**config.mk**
```make
export PLATFORM = sky130hd
export DESIGN_NAME = lane_shl_unit
export DESIGN_NICKNAME = d
export VERILOG_FILES = /design/src/rtl/lane_shl_pkg.sv /design/src/rtl/lane_shl_ctrl.sv /design/src/rtl/lane_shl_dpath.sv /design/src/rtl/lane_shl_unit.sv
export SDC_FILE = /design/constraint.sdc
export NUM_CORES = 1
export LEC_CHECK = 0
export ABC_CLOCK_PERIOD_IN_PS = 2600
export BUFFER_PORTS_ARGS = -buffer_cell sky130_fd_sc_hd__buf_4
export CAP_MARGIN = 20
export CELL_PAD_IN_SITES_DETAIL_PLACEMENT = 2
export CELL_PAD_IN_SITES_GLOBAL_PLACEMENT = 2
export CORE_ASPECT_RATIO = 0.75
export CORE_UTILIZATION = 37
export CTS_BUF_LIST = sky130_fd_sc_hd__clkbuf_4 sky130_fd_sc_hd__clkbuf_8
export DETAILED_ROUTE_END_ITERATION = 8
export GPL_ROUTABILITY_DRIVEN = 1
export PLACE_DENSITY_LB_ADDON = 0.2
export SLEW_MARGIN = 30
export SYNTH_ARGS = -nofsm -noshare
export SYNTH_HDL_FRONTEND = slang
export SYNTH_SLANG_ARGS = --single-unit
```
**constraint.sdc**
```tcl
create_clock -name clk -period 2.6 [get_ports clk]
set_input_delay 0.13 -clock clk [delete_from_list [all_inputs] [get_ports clk]]
set_output_delay 0.13 -clock clk [all_outputs]
set_load 0.02 [all_outputs]
```
**src/rtl/lane_shl_pkg.sv**
```systemverilog
package lane_shl_pkg;

  typedef enum logic [1:0] {
    LANE16  = 2'b00,
    LANE32  = 2'b01,
    LANE64  = 2'b10,
    LANE64X = 2'b11
  } laneSel_e;

  // strobes from control to datapath
  typedef struct packed {
    logic load1;
    logic load2;
  } pipeCtl_t;

endpackage

```
**src/rtl/lane_shl_ctrl.sv**
```systemverilog
module lane_shl_ctrl
  import lane_shl_pkg::*;
(
  input  logic     clk,
  input  logic     rst,
  input  logic     inValid,
  output pipeCtl_t ctl,
  output logic     outValid
);

  logic v1;
  logic v2;

  always_ff @(posedge clk) begin
    if (rst) begin
      v1 <= 1'b0;
      v2 <= 1'b0;
    end else begin
      v1 <= inValid;
      v2 <= v1;
    end
  end

  always_comb begin
    ctl.load1 = inValid;
    ctl.load2 = v1;
  end

  assign outValid = v2;


  stage1_fill_chk: assert property (@(posedge clk) disable iff (rst)
    inValid |=> v1);


  stage1_idle_chk: assert property (@(posedge clk) disable iff (rst)
    !inValid |=> !v1);


  out_follow_chk: assert property (@(posedge clk) disable iff (rst)
    v1 |=> outValid);


  reset_clear_chk: assert property (@(posedge clk)
    rst |=> !outValid);

endmodule

```
**src/rtl/lane_shl_dpath.sv**
```systemverilog
module lane_shl_dpath
  import lane_shl_pkg::*;
#(
  parameter int VEC_W    = 128,
  parameter int CNT_W    = 64,
  parameter int IMM_W    = 8,
  parameter int MIN_LANE = 16,
  parameter int NUM_SIZE = 3
) (
  input  logic             clk,
  input  logic             rst,
  input  pipeCtl_t         ctl,
  input  logic [VEC_W-1:0] dataIn,
  input  logic [1:0]       laneSel,
  input  logic             wideMode,
  input  logic             useImm,
  input  logic [IMM_W-1:0] immCount,
  input  logic [CNT_W-1:0] regCount,
  output logic [VEC_W-1:0] dataOut
);

  localparam int HALF_W   = VEC_W / 2;
  localparam int MAX_LANE = MIN_LANE << (NUM_SIZE - 1);
  localparam int AMT_W    = $clog2(MAX_LANE);

  // ---------------- stage 1: count select and limit test
  logic [CNT_W-1:0] fullCnt;
  logic [CNT_W-1:0] laneLimit;
  logic             overNext;
  logic [VEC_W-1:0] dataNext;
  laneSel_e         laneNext;

  always_comb begin
    laneNext = laneSel_e'(laneSel);
    fullCnt  = useImm ? CNT_W'(immCount) : regCount;
    case (laneNext)
      LANE16:  laneLimit = CNT_W'(MIN_LANE - 1);
      LANE32:  laneLimit = CNT_W'(2 * MIN_LANE - 1);
      default: laneLimit = CNT_W'(MAX_LANE - 1);
    endcase
    overNext = fullCnt > laneLimit;
    dataNext = wideMode ? dataIn : {{HALF_W{1'b0}}, dataIn[HALF_W-1:0]};
  end

  logic [VEC_W-1:0] s1Data;
  logic [AMT_W-1:0] s1Amt;
  logic             s1Over;
  laneSel_e         s1Lane;
  logic             s1Wide;

  always_ff @(posedge clk) begin
    if (rst) begin
      s1Data <= '0;
      s1Amt  <= '0;
      s1Over <= 1'b0;
      s1Lane <= LANE16;
      s1Wide <= 1'b0;
    end else if (ctl.load1) begin
      s1Data <= dataNext;
      s1Amt  <= fullCnt[AMT_W-1:0];
      s1Over <= overNext;
      s1Lane <= laneNext;
      s1Wide <= wideMode;
    end
  end

  // ---------------- stage 2: per-size lane shifters
  logic [NUM_SIZE-1:0][VEC_W-1:0] shCand;

  for (genvar k = 0; k < NUM_SIZE; k++) begin : g_size
    localparam int LW   = MIN_LANE << k;
    localparam int LBIT = $clog2(LW);
    localparam int NLN  = VEC_W / LW;
    logic [VEC_W-1:0] sizeRes;
    for (genvar i = 0; i < NLN; i++) begin : g_lane
      assign sizeRes[i*LW +: LW] = s1Data[i*LW +: LW] << s1Amt[LBIT-1:0];
    end
    assign shCand[k] = sizeRes;
  end

  logic [VEC_W-1:0] picked;
  logic [VEC_W-1:0] resNext;

  always_comb begin
    case (s1Lane)
      LANE16:  picked = shCand[0];
      LANE32:  picked = shCand[1];
      default: picked = shCand[NUM_SIZE-1];
    endcase
    resNext = s1Over ? '0 : picked;
  end

  always_ff @(posedge clk) begin
    if (rst) begin
      dataOut <= '0;
    end else if (ctl.load2) begin
      dataOut <= resNext;
    end
  end


  over_zero_chk: assert property (@(posedge clk) disable iff (rst)
    (ctl.load2 && s1Over) |=> (dataOut == '0));


  narrow_upper_chk: assert property (@(posedge clk) disable iff (rst)
    (ctl.load2 && !s1Wide) |=> (dataOut[VEC_W-1:HALF_W] == '0));


  low_fill_chk: assert property (@(posedge clk) disable iff (rst)
    (ctl.load2 && (s1Amt != '0)) |=> (dataOut[0] == 1'b0));


  zero_shift_chk: assert property (@(posedge clk) disable iff (rst)
    (ctl.load2 && !s1Over && (s1Amt == '0)) |=> (dataOut == $past(s1Data)));


  hold_chk: assert property (@(posedge clk) disable iff (rst)
    !ctl.load2 |=> $stable(dataOut));

endmodule

```
**src/rtl/lane_shl_unit.sv**
```systemverilog
module lane_shl_unit
  import lane_shl_pkg::*;
#(
  parameter int VEC_W = 128,
  parameter int CNT_W = 64,
  parameter int IMM_W = 8
) (
  input  logic             clk,
  input  logic             rst,
  input  logic             inValid,
  input  logic [VEC_W-1:0] dataIn,
  input  logic [1:0]       laneSel,
  input  logic             wideMode,
  input  logic             useImm,
  input  logic [IMM_W-1:0] immCount,
  input  logic [CNT_W-1:0] regCount,
  output logic             outValid,
  output logic [VEC_W-1:0] dataOut
);

  pipeCtl_t ctl;

  lane_shl_ctrl u_ctrl (
    .clk      (clk),
    .rst      (rst),
    .inValid  (inValid),
    .ctl      (ctl),
    .outValid (outValid)
  );

  lane_shl_dpath #(
    .VEC_W (VEC_W),
    .CNT_W (CNT_W),
    .IMM_W (IMM_W)
  ) u_dpath (
    .clk      (clk),
    .rst      (rst),
    .ctl      (ctl),
    .dataIn   (dataIn),
    .laneSel  (laneSel),
    .wideMode (wideMode),
    .useImm   (useImm),
    .immCount (immCount),
    .regCount (regCount),
    .dataOut  (dataOut)
  );

endmodule

```
==> flow_summary.json, run 1 <==
{
  "run_status": "aborted with a tool error",
  "lastStage": "clock tree synthesis (4_1_cts)",
  "toolErrorMsg": "[ERROR DPL-0033] detailed placement checks failed during check placement.",
  "clockRootBuffer": "clkbuf_8",
  "start_util_pct": 37.68,
  "dp.cells": 4061,
  "io_buffers": 335,
  "globalplace.congestion": 1.121,
  "clock_sinks": 267,
  "synth_cell_type_count": 79,
  "yosysSeqAreaShare_pct": 23.33,
  "ctsHoldBuffers": 141,
  "die_w_um": 289.3,
  "syn_inst": 2572,
  "synth_area_leaders": "dfxtp_1 (23%), mux4_2 (18%), mux2i_1 (11%)",
  "cts_made_buffers": 50,
  "synth.avg_cell_area_um2": 8.908,
  "post_cts_buffers": 55,
  "cts-resized-gates": 298,
  "syn_area_um2": 22910,
  "cts.htree.levels": 2,
  "fp-row-count": 78,
  "syn-num-nets": 2781,
  "synthFlopType": "dfxtp_1",
  "dieHeight_um": 217.5,
  "ios": 336,
  "post-synth-top-area-cell": "dfxtp_1",
  "async_reset_ff_share_pct": 0,
  "hpwl_um": 138400,
  "ctsLongestPathBuffers": 3,
  "ys_ff_latch": 267,
  "yosysWarnings": 0,
  "netlist.area_leader.share_pct": 23.33,
  "synth_edf_count": 0
}
==> kinds of logic after synthesis <==
family          synth area share [%]
compound gates                 19.95
fa+ha+maj                     0.1092
mux                            35.04
buf+inv                        6.384
flops                          23.33
simple gates                   15.19
==> synthesized netlist by cell type (all sizes together) (12+ instances only) <==
library cell and instances:
nor4 16, dfxtp 267, nand2 252, o21ai 108, o211ai 30, o31ai 12, nand2b 16, clkbuf 148
a32oi 22, a2bb2oi 12, nand3 41, a211oi 34, a221o 16, nor2 312, mux4 185, a31oi 14
a221oi 18, a22oi 50, a21oi 167, mux2i 255, buf 127, a22o 14, nor3 38, o2bb2ai 12
mux2 116, a21o 13, nor2b 81, o22ai 45
==> per-stage QoR <==
stage | util, % | hold slack [ns] | cell area, µm² | worst slack, ns
after floorplan | - | 0.2691 | 22910 | 0.2794
after global placement | 49.83 | 0.3526 | 30300 | -0.3692
after detailed placement | 49.83 | 0.3697 | 30300 | -0.4171
==> run 2: changes to the inputs <==
--- a/config.mk
+++ b/config.mk
@@ -8,14 +8,10 @@
 export ABC_CLOCK_PERIOD_IN_PS = 2600
 export BUFFER_PORTS_ARGS = -buffer_cell sky130_fd_sc_hd__buf_4
 export CAP_MARGIN = 20
-export CELL_PAD_IN_SITES_DETAIL_PLACEMENT = 2
-export CELL_PAD_IN_SITES_GLOBAL_PLACEMENT = 2
-export CORE_ASPECT_RATIO = 0.75
-export CORE_UTILIZATION = 37
-export CTS_BUF_LIST = sky130_fd_sc_hd__clkbuf_4 sky130_fd_sc_hd__clkbuf_8
+export CORE_UTILIZATION = 30
 export DETAILED_ROUTE_END_ITERATION = 8
 export GPL_ROUTABILITY_DRIVEN = 1
-export PLACE_DENSITY_LB_ADDON = 0.2
+export PLACE_DENSITY_LB_ADDON = 0.15
 export SLEW_MARGIN = 30
 export SYNTH_ARGS = -nofsm -noshare
 export SYNTH_HDL_FRONTEND = slang
==> flow_summary.json, run 2 <==
{
  "syn_inst": 2572,
  "reg2regPathDepth": 9,
  "ant_nets": 0,
  "skew_ns": 0.03106,
  "cp-start-kind": "flop",
  "syn_area_um2": 22910,
  "hpwl_um": 133000,
  "synth_area_leaders": "dfxtp_1 (23%), mux4_2 (18%), mux2i_1 (11%)",
  "pwr-share-seq_pct": 27.0,
  "layout_commonest_cell": "buf_4",
  "synthFlopType": "dfxtp_1",
  "num-fill-cells": 7126,
  "grt_max_degree": 146,
  "drc": 0,
  "worstPathArrival_ns": 3.09,
  "synth.avg_cell_area_um2": 8.908,
  "synth_cell_type_count": 79,
  "critPathLaunch": "u_dpath.s1Amt[1]",
  "r2r-end": "u_dpath.dataOut[108]",
  "path_buf_inv": 3,
  "die_w_um": 278.4,
  "r2r_start": "u_dpath.s1Amt[1]",
  "yosysMostFrequentCell": "nor2_1",
  "cp_cell_sequence": "buf_12 -> buf_4 -> mux2i_1 -> a2bb2oi_1 -> o22ai_1 -> buf_4 -> mux2_4 -> a222oi_1 -> o21ai_1",
  "gr-total-overflow": 0,
  "totalWireLength_um": 167600,
  "globalplace.congestion": 1.072,
  "cap_violations": 0,
  "run_status": "finished, violations left",
  "finalSetupViolCount": 25,
  "crit_fanout": 9,
  "cp_data_required_time_ns": 3.01,
  "worstSkewPairLatency_ns": 0.58,
  "ios": 336,
  "first_iter_violations": 3916,
  "critPathCaptureType": "flop",
  "nNetsFinal": 3857,
  "cts.htree.levels": 2,
  "powerDensity_nw_per_um2": 468.9,
  "start_util_pct": 30.57,
  "clock_sinks": 267,
  "cts_made_buffers": 36,
  "comb_power_share_pct": 42.5,
  "reg2reg_setup_slack_ns": -0.08,
  "violations": "setup timing",
  "critical_path_class": "reg -> reg",
  "slowest_stage": "dfxtp_4",
  "synth_edf_count": 0,
  "clkTransAtPathRegs_ns": 0.06,
  "power.internal_w": 0.01050,
  "antenna_found_initial": 4,
  "holdWs_ns": 0.02919,
  "setup_tns_ns": -0.8273,
  "ys_ff_latch": 267,
  "areaGrowthSynthToFinish_pct": 58.27,
  "ctsLongestPathBuffers": 3,
  "avgRoutedWirePerCell_um": 36.06,
  "clockRootBuffer": "clkbuf_16",
  "relSlewSlack_pct": 36.92,
  "grt_pass1_vias": 27590,
  "top_regs": "u_dpath.dataOut (128), u_dpath.s1Data (128), u_dpath.s1Amt (6)",
  "post-place-ws_ns": -0.4091,
  "synth_commonest_cells": "nor2_1 (311), dfxtp_1 (267), mux2i_1 (255)",
  "timing.fmax_mhz": 372.7,
  "ir_drop_v": 0.0005009,
  "dieHeight_um": 278.4,
  "p_sw_share_pct": 38.23,
  "final_hold_viol_count": 0,
  "yosysWarnings": 0,
  "yosysSeqAreaShare_pct": 23.33,
  "grtUsageTotal_pct": 41.90,
  "finish.utilization_pct": 48.38,
  "rsz0062_at_grt": "yes",
  "dieArea_um2": 77480,
  "critPathMaxStageDelay_ns": 0.44,
  "async_reset_ff_share_pct": 0,
  "worst_slew_pin_slew_ns": 0.9462,
  "dp.cells": 4359,
  "fp-row-count": 100,
  "cp.depth": 9,
  "fin_crit_ns": 2.683,
  "drtPass1Iterations": 5,
  "cts_tree": "built",
  "layout.cells.non_filler": 4647,
  "fin_crit_sh_pct": 103.2,
  "hold_class": "in -> reg",
  "core-area_um2": 74950,
  "syn-num-nets": 2781,
  "avgViaCountPerCell": 6.161,
  "cpMostUsedCell": "buf_4",
  "fin_ws_ns": -0.08289,
  "crit_family": "compound AO/OA/AOI/OAI gates",
  "critPathCapture": "u_dpath.dataOut[108]",
  "p_switching_w": 0.006501,
  "vias": 28630,
  "final_cell_mix": "buf_4 (1041), nor2_1 (299), dfxtp_1 (262)",
  "netlist.area_leader.share_pct": 23.33,
  "grt_pass1_wl_um": 226700,
  "power.share.clock_pct": 30.5,
  "drv_slew": 0,
  "post-synth-top-area-cell": "dfxtp_1",
  "io_buffers": 335,
  "drive_above_1_share_pct": 45.02,
  "total_leakage_power_nw": 15.16
}
[run 2: cell counts after synthesis]
No cell type changed its count.
[run 2: what timing repair did]
action	4_1_cts	5_1_grt
hold buffers	161	0
gates resized for setup	124	124
endpoints found under the setup margin	61	83
pin swaps	16	19
cloned	2	2
hold endpoints to repair	134	0
buffers inserted	30	27
[run 2: worst min-delay path, stage by stage]
cell	delay (ns)
buf_4	0.09
mux2i_1	0.10
a211oi_1	0.23
[run 2: cell type report]
type	instances	area (µm²)	area share [%]
Multi-Input combinational cell	2021	17040	46.98
Timing Repair Buffer	1313	11420	31.48
Sequential cell	267	5364	14.79
Tap cell	969	1212	3.343
Clock buffer	52	1085	2.992
Clock inverter	12	101.3	0.2795
Inverter	9	37.54	0.1035
Antenna cell	4	10.01	0.02760
[run 2: worst min-delay path by stage]
stage                            from                   to  slack, ns  cells after the start
after global placement    dataIn[102]  u_dpath.s1Data[102]       0.36                      3
final                     immCount[1]     u_dpath.s1Amt[1]       0.03                      3
after global routing      immCount[1]     u_dpath.s1Amt[1]       0.03                      3
after CTS                 immCount[1]     u_dpath.s1Amt[1]      0.002                      3
after detailed placement  dataIn[106]  u_dpath.s1Data[106]       0.36                      3
after floorplan           dataIn[127]  u_dpath.s1Data[127]       0.27                      2
[run 2: layer usage]
metal | wire length [µm] | part of all wire [%] | GRT usage [%] | vias to the layer above
met5 | 29 | 0.017 | 0 | -
li1 | - | - | - | 11980
met1 | 70640 | 42 | 57.38 | 14330
met4 | 9385 | 5.6 | 18.98 | 4
met2 | 68420 | 41 | 59.75 | 1977
met3 | 19090 | 11 | 13.03 | 337
[run 2: power by group through the flow]
| stage | Combinational, W | Clock, W | Sequential, W |
|---|---|---|---|
| after floorplan | 0.00266 | 0 | 0.00455 |
| after global placement | 0.00627 | 0 | 0.00466 |
| after detailed placement | 0.00625 | 0 | 0.00467 |
| after CTS | 0.00671 | 0.00525 | 0.00457 |
| after global routing | 0.00732 | 0.00539 | 0.00459 |
| final | 0.00722 | 0.00519 | 0.00459 |
[run 2: logic make-up (layout without fill, tap and decap cells)]
kind of cell | count (synthesis) | count (layout) | synth area share (%)
simple gates | 794 | 794 | 15.19
flops | 267 | 267 | 23.33
fa+ha+maj | 2 | 2 | 0.1092
buf+inv | 284 | 1386 | 6.384
other cells | 0 | 4 | 0
compound gates | 669 | 669 | 19.95
mux | 556 | 556 | 35.04
[run 2: metrics by stage]
step                instance area (µm²)  total power, W
global route                      36250         0.01730
finish                            36260         0.01700
detailed placement                31820         0.01092
floorplan                         22910        0.007214
global placement                  31810         0.01093
CTS                               35440         0.01653
Power figures use the tool's default switching activity.
==> run 3: changes to the inputs <==
--- a/config.mk
+++ b/config.mk
@@ -5,7 +5,7 @@
 export SDC_FILE = /design/constraint.sdc
 export NUM_CORES = 1
 export LEC_CHECK = 0
-export ABC_CLOCK_PERIOD_IN_PS = 2600
+export ABC_CLOCK_PERIOD_IN_PS = 3400
 export BUFFER_PORTS_ARGS = -buffer_cell sky130_fd_sc_hd__buf_4
 export CAP_MARGIN = 20
 export CORE_UTILIZATION = 30
==> constraint.sdc (replaced) <==
create_clock -name clk -period 3.4 [get_ports clk]
set_input_delay 0.17 -clock clk [delete_from_list [all_inputs] [get_ports clk]]
set_output_delay 0.17 -clock clk [all_outputs]
set_load 0.02 [all_outputs]
==> flow_summary.json, run 3 (synthesized netlist as in run 2, its figures left out) <==
{
  "grt_pass1_wl_um": 214300,
  "crit_fanout": 31,
  "layout_commonest_cell": "buf_4",
  "holdWs_ns": 0.01812,
  "critical_path_class": "reg -> reg",
  "grt_pass1_vias": 25230,
  "die_w_um": 278.4,
  "cap_violations": 0,
  "grt_busiest_layer": "met2",
  "io_buffers": 335,
  "rsz0062_at_grt": "no",
  "cp.depth": 8,
  "clkTransAtPathRegs_ns": 0.06,
  "areaGrowthSynthToFinish_pct": 35.64,
  "cp_data_required_time_ns": 3.85,
  "critPathCaptureType": "flop",
  "grt_max_degree": 157,
  "worst_slew_pin_slew_ns": 1.066,
  "total_leakage_power_nw": 12.42,
  "powerDensity_nw_per_um2": 389.2,
  "met2_usage_pct": 56.40,
  "final_cell_mix": "buf_4 (670), nor2_1 (308), dfxtp_1 (262)",
  "skew_ns": 0.03502,
  "clockRootBuffer": "clkbuf_16",
  "cp-start-kind": "flop",
  "drtPass1Iterations": 6,
  "drv_slew": 0,
  "crit_family": "compound AO/OA/AOI/OAI gates",
  "hold_class": "in -> reg",
  "top_regs": "u_dpath.dataOut (128), u_dpath.s1Data (128), u_dpath.s1Amt (6)",
  "grtUsageMet1_pct": 55.00,
  "finalSetupViolCount": 1,
  "dieHeight_um": 278.4,
  "worstHoldPathCells": 3,
  "timing.fmax_mhz": 293.1,
  "cts.htree.levels": 2,
  "run_status": "finished, violations left",
  "nNetsFinal": 3386,
  "dieArea_um2": 77480,
  "avgViaCountPerCell": 6.286,
  "fin_crit_sh_pct": 100.4,
  "totalWireLength_um": 157600,
  "post-place-ws_ns": -0.2920,
  "worstSkewPairLatency_ns": 0.59,
  "avgRoutedWirePerCell_um": 37.73,
  "post_cts_buffers": 0,
  "cpMostUsedCell": "buf_4",
  "drive_above_1_share_pct": 34.25,
  "grtUsageTotal_pct": 39.73,
  "cts_made_buffers": 36,
  "globalplace.congestion": 1.071,
  "core-area_um2": 74950,
  "critPathMaxStageDelay_ns": 0.60,
  "first_iter_violations": 3587,
  "met3_usage_pct": 11.28,
  "relSlewSlack_pct": 28.75,
  "cp_cell_sequence": "buf_4 -> buf_4 -> nor2_1 -> a31oi_1 -> o21ai_0 -> buf_4 -> a21oi_1 -> o21ai_0",
  "vias": 26250,
  "ant_nets": 0,
  "ir_drop_v": 0.0003455,
  "fin_ws_ns": -0.01222,
  "gr-total-overflow": 0,
  "slowest_stage": "dfxtp_4",
  "cts_tree": "built",
  "fp-row-count": 100,
  "ctsLongestPathBuffers": 3,
  "worstPathArrival_ns": 3.86,
  "violations": "setup timing",
  "antenna_found_initial": 10,
  "drc": 0,
  "hpwl_um": 123600,
  "start_util_pct": 30.57,
  "clock_sinks": 267,
  "finish.utilization_pct": 41.47,
  "path_buf_inv": 3,
  "fin_crit_ns": 3.412,
  "reg2regPathDepth": 8,
  "final_hold_viol_count": 0,
  "ios": 336
}
-- run 3: cell types whose count changed in the layout (fill, tap and decap cells not counted), sizes merged --
cell	delta
clkbuf	-7
dlygate4sd3	-23
bufinv	+4
bufbuf	-1
clkinv	+1
buf	-445
-- run 3: per-stage QoR --
step | TNS (ns) | total power (W) | instances | instance area (µm²)
2_1_floorplan | 0 | 0.005517 | 2572 | 22910
3_3_place_gp | -1.214 | 0.007691 | 3970 | 28430
3_5_place_dp | -0.8884 | 0.007685 | 3970 | 28440
4_1_cts | 0 | 0.01199 | 4172 | 31060
5_1_grt | 0 | 0.01236 | 4172 | 31070
6_report | -0.01222 | 0.01210 | 4176 | 31080
-- run 3: worst paths after layout --
check | start | endpoint | slack (ns)
setup / recovery | u_dpath.s1Amt[3] | u_dpath.dataOut[24] | -0.01
setup reg to reg | u_dpath.s1Amt[3] | u_dpath.dataOut[24] | -0.01
hold / removal | regCount[1] | u_dpath.s1Amt[1] | 0.02
hold reg to reg | u_dpath.dataOut[34] | u_dpath.dataOut[34] | 0.44
-- run 3: power by group --
part           internal [W]  switching [W]
combinational       0.00174        0.00262
sequential          0.00326       0.000329
clock               0.00247        0.00168
-- run 3: metal layers --
metal | vias up | routed length, µm
met5 | - | 21
met4 | 4 | 8460
met3 | 258 | 16850
met2 | 1689 | 64240
met1 | 13280 | 68000
li1 | 11020 | -
-- run 3: worst reg2reg max path: stages, from the launching register on --
cell and delay, ns:
dfxtp_4 0.60, buf_4 0.31, buf_4 0.33, nor2_1 0.26, a31oi_1 0.60, o21ai_0 0.28
buf_4 0.27, a21oi_1 0.49, o21ai_0 0.14
-- run 3: area by class of cell --
cell class,instances,area [µm²]
fill,7506,43870
clock inverter,17,230.2
clock buffer,47,1003
tap,969,1212
timing repair buffer,842,7074
inverter,9,35.03
antenna,4,10.01
sequential,267,5364
multi-input combinational,2021,16150
-- run 3: repair_timing --
item / CTS / global route
pin swaps: 0 / 0
hold buffers: 138 / 0
resized for setup: 2 / 2
endpoints found under the hold margin: 159 / 0
endpoints found under the setup margin: 4 / 2
